[config.mk]
export PLATFORM = sky130hd
export DESIGN_NAME = dispatch_stage
export DESIGN_NICKNAME = d
export VERILOG_FILES = /design/src/rtl/disp_pkg.sv /design/src/rtl/disp_lane.sv /design/src/rtl/disp_raw_filter.sv /design/src/rtl/dispatch_stage.sv
export SDC_FILE = /design/constraint.sdc
export NUM_CORES = 1
export LEC_CHECK = 0
export BUFFER_PORTS_ARGS = -buffer_cell sky130_fd_sc_hd__buf_4
export CORE_MARGIN = 2
export CORE_UTILIZATION = 35
export CTS_CLUSTER_DIAMETER = 100
export DETAILED_ROUTE_END_ITERATION = 6
export REMOVE_ABC_BUFFERS = 1
export SYNTH_ARGS = -nofsm -noshare
export SYNTH_HDL_FRONTEND = slang
export SYNTH_HIERARCHICAL = 1
export SYNTH_SLANG_ARGS = --single-unit
[constraint.sdc]
create_clock -name clk -period 5.6 [get_ports clk]
set_input_delay 0.28 -clock clk [delete_from_list [all_inputs] [get_ports clk]]
set_output_delay 0.28 -clock clk [all_outputs]
set_load 0.005 [all_outputs]
[src/rtl/disp_pkg.sv]
package disp_pkg;

    typedef enum logic [1:0] {
        STALL_NONE    = 2'd0,
        STALL_RETIRE  = 2'd1,
        STALL_REGFILE = 2'd2,
        STALL_WIDTH   = 2'd3
    } stall_e;

endpackage

[src/rtl/disp_lane.sv]
module disp_lane
    import disp_pkg::*;
#(
    parameter int WIDTH = 4,
    parameter int NRF   = 2,
    parameter int UOPW  = 4,
    parameter int DSTW  = 2,
    parameter int ROBW  = 6,
    parameter int PRFW  = 5
) (
    input  logic                go_in,
    input  logic                valid,
    input  logic [UOPW-1:0]     uops,
    input  logic [NRF*DSTW-1:0] ndst,
    input  logic                zero_lat,
    input  logic                dep_break,
    input  logic [UOPW-1:0]     slots_in,
    input  logic [ROBW-1:0]     rob_in,
    input  logic [NRF*PRFW-1:0] prf_in,
    output logic                accept,
    output stall_e              stall,
    output logic [UOPW-1:0]     slots_out,
    output logic [ROBW-1:0]     rob_out,
    output logic [NRF*PRFW-1:0] prf_out,
    output logic [UOPW-1:0]     carry_out
);

    localparam logic [UOPW-1:0] W_U = UOPW'(WIDTH);

    logic           oversize;
    logic           width_ok;
    logic           rob_ok;
    logic           alloc;
    logic [NRF-1:0] busy;

    assign oversize = uops > W_U;
    assign width_ok = (slots_in != '0) &&
                      ((uops <= slots_in) || (oversize && slots_in == W_U));
    assign rob_ok   = ROBW'(uops) <= rob_in;
    // renaming removes zero-latency dependency breakers: no register needed
    assign alloc    = !(zero_lat && dep_break);
    assign accept   = go_in && valid && width_ok && rob_ok && (busy == '0);

    for (genvar f = 0; f < NRF; f++) begin : g_file
        logic [PRFW-1:0] need;
        assign need    = PRFW'(ndst[f*DSTW +: DSTW]);
        assign busy[f] = alloc && (need > prf_in[f*PRFW +: PRFW]);
        assign prf_out[f*PRFW +: PRFW] = (accept && alloc) ?
                                         prf_in[f*PRFW +: PRFW] - need :
                                         prf_in[f*PRFW +: PRFW];
    end

    always_comb begin
        stall = STALL_NONE;
        if (go_in && valid && !accept) begin
            if (!width_ok)    stall = STALL_WIDTH;
            else if (!rob_ok) stall = STALL_RETIRE;
            else              stall = STALL_REGFILE;
        end
    end

    assign slots_out = !accept ? slots_in : (oversize ? '0 : slots_in - uops);
    assign rob_out   = accept ? rob_in - ROBW'(uops) : rob_in;
    assign carry_out = (accept && oversize) ? uops - W_U : '0;

endmodule

[src/rtl/disp_raw_filter.sv]
module disp_raw_filter #(
    parameter int NSRC = 3
) (
    input  logic            accept,
    input  logic            dep_break,
    input  logic [NSRC-1:0] implicit_src,
    output logic [NSRC-1:0] track
);

    for (genvar s = 0; s < NSRC; s++) begin : g_src
        // explicit sources of a dependency breaker need no tracking
        assign track[s] = accept && (implicit_src[s] || !dep_break);
    end

endmodule

[src/rtl/dispatch_stage.sv]
module dispatch_stage
    import disp_pkg::*;
#(
    parameter int WIDTH = 4,
    parameter int LANES = 2,
    parameter int NRF   = 2,
    parameter int NSRC  = 3,
    parameter int UOPW  = 4,
    parameter int DSTW  = 2,
    parameter int ROBW  = 6,
    parameter int PRFW  = 5
) (
    input  logic                      clk,
    input  logic                      rst_n,
    input  logic [LANES-1:0]          in_valid,
    input  logic [LANES*UOPW-1:0]     in_uops,
    input  logic [LANES*NRF*DSTW-1:0] in_ndst,
    input  logic [LANES-1:0]          in_zero_lat,
    input  logic [LANES-1:0]          in_dep_break,
    input  logic [LANES*NSRC-1:0]     in_src_implicit,
    input  logic [ROBW-1:0]           rob_free,
    input  logic [NRF*PRFW-1:0]       prf_free,
    output logic [LANES-1:0]          disp_accept,
    output logic [1:0]                stall_code,
    output logic                      rob_req_valid,
    output logic [ROBW-1:0]           rob_req_uops,
    output logic [NRF*PRFW-1:0]       reg_req,
    output logic [LANES*NSRC-1:0]     raw_track,
    output logic [UOPW-1:0]           carry_left
);

    localparam logic [UOPW-1:0]  W_U = UOPW'(WIDTH);
    localparam logic [LANES-1:0] ONE_L = LANES'(1);

    typedef struct packed {
        logic [UOPW-1:0] carry;
    } state_t;

    state_t st_d, st_q;

    logic [UOPW-1:0]     slots_c [LANES+1];
    logic [ROBW-1:0]     rob_c   [LANES+1];
    logic [NRF*PRFW-1:0] prf_c   [LANES+1];
    logic [LANES:0]      go_c;
    logic [UOPW-1:0]     carry_l [LANES];
    stall_e              stall_l [LANES];

    assign slots_c[0] = (st_q.carry == '0) ? W_U : '0;
    assign rob_c[0]   = rob_free;
    assign prf_c[0]   = prf_free;
    assign go_c[0]    = 1'b1;

    for (genvar i = 0; i < LANES; i++) begin : g_lane
        disp_lane #(
            .WIDTH(WIDTH), .NRF(NRF), .UOPW(UOPW),
            .DSTW(DSTW), .ROBW(ROBW), .PRFW(PRFW)
        ) u_lane (
            .go_in     (go_c[i]),
            .valid     (in_valid[i]),
            .uops      (in_uops[i*UOPW +: UOPW]),
            .ndst      (in_ndst[i*NRF*DSTW +: NRF*DSTW]),
            .zero_lat  (in_zero_lat[i]),
            .dep_break (in_dep_break[i]),
            .slots_in  (slots_c[i]),
            .rob_in    (rob_c[i]),
            .prf_in    (prf_c[i]),
            .accept    (disp_accept[i]),
            .stall     (stall_l[i]),
            .slots_out (slots_c[i+1]),
            .rob_out   (rob_c[i+1]),
            .prf_out   (prf_c[i+1]),
            .carry_out (carry_l[i])
        );
        assign go_c[i+1] = disp_accept[i];

        disp_raw_filter #(.NSRC(NSRC)) u_raw (
            .accept       (disp_accept[i]),
            .dep_break    (in_dep_break[i]),
            .implicit_src (in_src_implicit[i*NSRC +: NSRC]),
            .track        (raw_track[i*NSRC +: NSRC])
        );
    end

    for (genvar f = 0; f < NRF; f++) begin : g_req
        assign reg_req[f*PRFW +: PRFW] = prf_free[f*PRFW +: PRFW] -
                                         prf_c[LANES][f*PRFW +: PRFW];
    end

    logic [UOPW-1:0] new_carry;
    logic [1:0]      stall_any;

    always_comb begin
        new_carry = '0;
        stall_any = '0;
        for (int i = 0; i < LANES; i++) begin
            new_carry = new_carry | carry_l[i];
            stall_any = stall_any | stall_l[i];
        end
        st_d = st_q;
        if (st_q.carry != '0)
            st_d.carry = (st_q.carry > W_U) ? st_q.carry - W_U : '0;
        else
            st_d.carry = new_carry;
    end

    always_ff @(posedge clk) begin
        if (!rst_n) st_q <= '0;
        else        st_q <= st_d;
    end

    assign stall_code    = stall_any;
    assign rob_req_uops  = rob_free - rob_c[LANES];
    assign rob_req_valid = disp_accept != '0;
    assign carry_left    = st_q.carry;


    carry_blocks_chk: assert property (@(posedge clk) disable iff (!rst_n)
        (carry_left != '0) |-> (disp_accept == '0));


    carry_drain_chk: assert property (@(posedge clk) disable iff (!rst_n)
        (carry_left > W_U) |=> (carry_left == $past(carry_left) - W_U));


    rob_bound_chk: assert property (@(posedge clk) disable iff (!rst_n)
        rob_req_uops <= rob_free);


    in_order_chk: assert property (@(posedge clk) disable iff (!rst_n)
        (disp_accept & (disp_accept + ONE_L)) == '0);


    stall_reason_chk: assert property (@(posedge clk) disable iff (!rst_n)
        (stall_code != 2'd0) |-> ((disp_accept & in_valid) != in_valid));


    raw_only_accepted_chk: assert property (@(posedge clk) disable iff (!rst_n)
        (disp_accept == '0) |-> (raw_track == '0));

endmodule

==> results.yml, run 1 <==
place:
  dpl_cell_area_um2: 3320
  place.detailed.hpwl_um: 5500
  port_buffers: 76
  number_of_placed_cells_counting_well_taps: 524
  gpl.final_weighted_congestion: 0.838
  post-place-ws_ns: -0.0110
setup_path:
  timing.rr.start: "carry_left[1]"
  critical_path_maximum_fanout: 6
  cp_startpoint_kind: "primary input"
  ff2ff_path_depth: 24
  timing.critical_path.to_type: "output port"
  worstPathRequired_ns: 5.32
  critical_path_cell_count: 26
  worst_path_max_delay_cell: "sky130_fd_sc_hd__nor4_4"
  ff2ff_setup_slack_ns: 1.01
  cp.arrival_ns: 5.07
  worstSetupPathType: "in -> out"
  path_buf_inv: 6
  regToRegEndpoint: "carry_left[0]"
  critical_path.top_delay_family: "compound AO/OA/AOI/OAI gates"
  critical_path.max_stage_delay_ns: 0.43
clock_tree:
  path_clk_slew_ns: 0.03
  numCtsBuffers: 3
  worstSkewPairLatency_ns: 0.21
  htree_levels: 1
  clock-root-buffer: "sky130_fd_sc_hd__clkbuf_8"
  max-clock-path-buffers: 2
  number_of_clock_sinks: 4
  clock_tree_from_tritoncts: "done"
floorplanning:
  io_pins: 77
  core-area_um2: 6870
  floorplan.die_area_um2: 7830
  fp-row-count: 30
  die_h_um: 88.5
  die_w_um: 88.5
  initial_utilization: 0.364
cells_and_area:
  fin_util: 0.527
  final_cell_area_um2: 3620
  final.fill_count: 674
  antennaDiodeCount: 0
  post_route_cells_drive_above_1_share: 0.350
  stdcell_count: 544
  flow.area_growth_from_synthesis_pct: 44.8
  design.final.nets: 546
  largest_register_ffs: 4
sta:
  final_period_minus_worst_setup_slack_ns: 5.35
  maxSlewHeadroom: 0.641
  final.setup.worst_slack_ns: 0.253
  slew_at_the_pin_closest_to_its_max_slew_limit_ns: 0.538
  fin_hold_ws_ns: 0.297
  min_period_over_period: 0.955
  clock-skew-final_ns: 0.00315
  final_setup_viols: 0
  slew_viol_final: 0
  hold_viol: 0
  final.setup.tns_ns: 0
  max_clock_freq_mhz: 187
global_routing:
  wire_length_of_the_first_global_routing_pass_um: 10200
  grt_remaining_overflow: 0
  antenna_found_initial: 0
  grt_use_total: 0.160
  grt_max_degree: 17
  grt_pass1_vias: 2303
route:
  drt_pre_antenna_iters: 4
  routed-via-count: 2545
  routed-wl-met2_um: 3250
  vias_per_cell: 4.68
  remaining_drc_errors: 0
  drt-total-wl_um: 6460
  remaining_antenna_violation_count_after_routing: 0
  top_layer_used: "met4"
  post_drt_wl_per_cell_um: 11.9
  dr_wl_met3_um: 318
  routedLengthMet1_um: 2860
  drtIter0Drc: 70
hold_path:
  beginning_of_the_worst_hold_path: "rst_n"
  cell_count_of_the_worst_hold_path: 2
  worst_hold_path.endpoint: "carry_left[0]"
  hold_path_class: "in -> reg"
synth:
  syn_area_per_cell_um2: 7.46
  yosys_warnings: 6
  gate_count_after_technology_mapping: 335
  mappedNetlistArea_um2: 2500
pwr:
  peakVddDrop_v: 0.0000686
  post-layout-total-power_mw: 0.464
  pwr_density_cell_nw_per_um2: 128
  power.leakage_nw: 1.81
status:
  status: "finished, final reports clean"
run:
  drv_cap: 0
==> layer usage <==
metal / track usage / vias to the layer above
li1: - / 1339
met1: 0.206 / 1140
met2: 0.301 / 62
met3: 0.0168 / 4
met4: 0.0110 / 0
met5: 0 / -
==> worst reg2reg max path: cells and delay by family, from the launching register on <==
kind | cells | cell delay (ns)
flops | 1 | 0.35
simple gates | 9 | 1.95
compound gates | 7 | 0.87
buf+inv | 5 | 0.67
fa+ha+maj | 3 | 0.70
==> where the power goes <==
part	total (mW)	switching (mW)	internal, mW
Combinational	0.374	0.174	0.201
Clock	0.0593	0.0136	0.0457
Sequential	0.0305	0.00129	0.0292
==> cell type report <==
class                   instances  area (µm²)  share of cell area
multi-input cells             272        2280               0.631
repair buffers                107         853               0.236
inverters                      62         233              0.0643
well taps                      96         120              0.0332
flip-flops and latches          4        86.3              0.0239
clock buffers                   3        41.3              0.0114
==> cells in the final DEF (no fill, tap or decap), drive strengths merged, types with 9 or more instances in the layout <==
| master | n |
|---|---|
| mux2i | 10 |
| o21ai | 13 |
| nand2 | 16 |
| a21oi | 21 |
| inv | 62 |
| conb | 9 |
| buf | 106 |
| xnor2 | 28 |
| nand3 | 12 |
| ha | 39 |
| nor2 | 36 |
| fa | 11 |
| a21boi | 11 |
==> how the worst max path moves through the flow <==
stage,end,slack (ns),from
finish,rob_req_uops[5],0.25,in_uops[0]
floorplan,reg_req[4],-0.30,carry_left[0]
detailed placement,rob_req_uops[5],-0.01,in_uops[0]
CTS,reg_req[4],0.01,carry_left[0]
global route,reg_req[9],-0.07,carry_left[1]
global placement,rob_req_uops[5],0.1,rob_free[0]
==> what timing repair did <==
item / 4_1_cts / 5_1_grt
hold endpoints to repair: 0 / 0
endpoints found under the setup margin: 2 / 10
buffers inserted: 0 / 16
pin swaps: 0 / 13
hold buffers: 0 / 0
cloned: 0 / 1
resized for setup: 1 / 27
Note: power is estimated with default switching activity, not from simulation.
==> inputs of run 2 (changes only) <==
SYNTH_HIERARCHICAL = default   (was 1)
==> results.yml, run 2 <==
status:
  status: "finished, final reports clean"
clock_tree:
  number_of_clock_sinks: 4
  clock-root-buffer: "sky130_fd_sc_hd__clkbuf_8"
  clock_tree_from_tritoncts: "done"
  cts_hold_buffers: 0
  worstSkewPairLatency_ns: 0.22
  numCtsBuffers: 3
  max-clock-path-buffers: 2
  htree_levels: 1
  path_clk_slew_ns: 0.03
global_routing:
  grt_remaining_overflow: 0
  antenna_found_initial: 0
  grt_pass1_vias: 2787
  grt_max_degree: 11
  grt_use_total: 0.190
  wire_length_of_the_first_global_routing_pass_um: 12100
route:
  routed-via-count: 2694
  drtIter0Drc: 90
  remaining_drc_errors: 0
  vias_per_cell: 5.04
  routed-wl-met2_um: 3760
  top_layer_used: "met4"
  post_drt_wl_per_cell_um: 13.5
  drt_pre_antenna_iters: 4
  remaining_antenna_violation_count_after_routing: 0
  drt-total-wl_um: 7240
  dr_wl_met3_um: 298
  routedLengthMet1_um: 3180
place:
  dpl_cell_area_um2: 3360
  gpl.final_weighted_congestion: 0.843
  post-place-ws_ns: -0.180
  number_of_placed_cells_counting_well_taps: 525
  port_buffers: 76
  place.detailed.hpwl_um: 5980
sta:
  hold_viol: 0
  min_period_over_period: 0.968
  final_setup_viols: 0
  slew_at_the_pin_closest_to_its_max_slew_limit_ns: 0.618
  grt_setup_unrepaired: "yes"
  final.setup.worst_slack_ns: 0.178
  fin_hold_ws_ns: 0.352
  slew_viol_final: 0
  maxSlewHeadroom: 0.584
  max_clock_freq_mhz: 184
  clock-skew-final_ns: 0.00389
  final.setup.tns_ns: 0
  final_period_minus_worst_setup_slack_ns: 5.42
pwr:
  post-layout-total-power_mw: 0.627
  pwr_density_cell_nw_per_um2: 173
  power.leakage_nw: 1.78
  peakVddDrop_v: 0.0000744
setup_path:
  timing.critical_path.to_type: "output port"
  critical_path_maximum_fanout: 8
  critPathMostFrequentCell: "sky130_fd_sc_hd__buf_6"
  worstPathRequired_ns: 5.32
  worst_path_max_delay_cell: "sky130_fd_sc_hd__or4_4"
  critical_path.max_stage_delay_ns: 0.54
  cp_startpoint_kind: "flop"
  worstSetupPathType: "reg -> out"
  cp.arrival_ns: 5.14
cells_and_area:
  fin_util: 0.530
  final_common_cell: "sky130_fd_sc_hd__buf_4"
  stdcell_count: 535
  antennaDiodeCount: 0
  final_cell_area_um2: 3620
  largest_register_ffs: 4
  final.fill_count: 689
  post_route_cells_drive_above_1_share: 0.369
  multi_input_area_um2: 2300
  layout_common_cells: "110 x sky130_fd_sc_hd__buf_4, 50 x sky130_fd_sc_hd__inv_1, 32 x sky130_fd_sc_hd__ha_1"
  seq_area_um2: 81.3
  design.final.nets: 532
  flow.area_growth_from_synthesis_pct: 46.3
floorplanning:
  die_w_um: 88.1
  die_h_um: 88.1
  io_pins: 77
  initial_utilization: 0.362
  fp-row-count: 30
  floorplan.die_area_um2: 7760
  core-area_um2: 6830
synth:
  ys_ff_latch: 4
  mappedNetlistArea_um2: 2470
  postSynth.topFlopCell: "sky130_fd_sc_hd__dfxtp_1"
  netlist_top_cells_count: "50 x sky130_fd_sc_hd__inv_1, 36 x sky130_fd_sc_hd__ha_1, 24 x sky130_fd_sc_hd__a21oi_1, 24 x sky130_fd_sc_hd__xnor2_1, 17 x sky130_fd_sc_hd__nand2_1"
  post-synth-top-count-cell: "sky130_fd_sc_hd__inv_1"
  yosys_warnings: 0
  synth_top_area_cell: "sky130_fd_sc_hd__ha_1"
  ys_async_sr_fraction: 0
  seq_area_frac_synth: 0.0324
  gate_count_after_technology_mapping: 330
  leading_post_synthesis_cells_by_cell_area: "sky130_fd_sc_hd__ha_1 18%, sky130_fd_sc_hd__xnor2_1 8.5%, sky130_fd_sc_hd__inv_1 7.6%"
  syn_area_per_cell_um2: 7.50
  yosysTopAreaCellShare: 0.182
  post_synth_num_cell_types: 60
  synth-edff-count: 0
hold_path:
  hold_path_class: "in -> reg"
run:
  drv_cap: 0
-- run 2: final cells by class --
class                           instances  area share
Clock buffer                            3      0.0114
Inverter                               51      0.0529
Multi-Input combinational cell        266       0.636
Sequential cell                         4      0.0225
Tap cell                               96      0.0332
Timing Repair Buffer                  115       0.244
-- run 2: worst max-delay path: cells and delay by family (launching register included) --
family / cells / cell delay, ns
multiplexers: 1 / 0.19
flip-flops: 1 / 0.31
adder cells (fa/ha/maj): 2 / 0.45
AND/OR/NAND/NOR: 6 / 1.20
AO/OA/AOI/OAI: 9 / 1.90
buffers and inverters: 5 / 0.58
XOR/XNOR: 2 / 0.30
-- run 2: power breakdown --
| group | total [mW] | switching, mW | internal, mW | leakage [nW] |
|---|---|---|---|---|
| registers | 0.0318 | 0.00122 | 0.0305 | 0.0330 |
| clock network | 0.0603 | 0.0145 | 0.0458 | 0.0216 |
| logic | 0.535 | 0.251 | 0.283 | 1.72 |
| total | 0.627 | 0.267 | 0.359 | 1.78 |
-- run 2: path summary, 6_finish.rpt --
path                  from         endpoint  slack, ns  depth (start not counted)
min                  rst_n    carry_left[2]       0.35                          3
max reg2reg  carry_left[3]    carry_left[1]       1.80                         17
max          carry_left[3]  rob_req_uops[5]       0.18                         25
min reg2reg  carry_left[1]    carry_left[1]       0.65                          3
-- run 2: what timing repair did --
item,CTS,global route
cloned,0,0
pin swaps,4,21
resized for setup,7,37
buffers inserted,3,4
setup endpoints to repair,5,6
-- run 2: kinds of logic after synthesis --
group / Yosys count / share of synthesized area
AOI/OAI and AO/OA: 76 / 0.217
adders and majority gates: 47 / 0.263
and+or+nand+nor: 100 / 0.230
xor gates and xnor gates: 30 / 0.106
buffers and inverters: 60 / 0.0976
DFF: 4 / 0.0324
muxes: 13 / 0.0541
-- run 2: routing by layer --
metal | GRT usage | vias up
li1 | - | 1393
met1 | 0.239 | 1237
met2 | 0.360 | 62
met3 | 0.0189 | 2
met4 | 0.0179 | 0
met5 | 0 | -
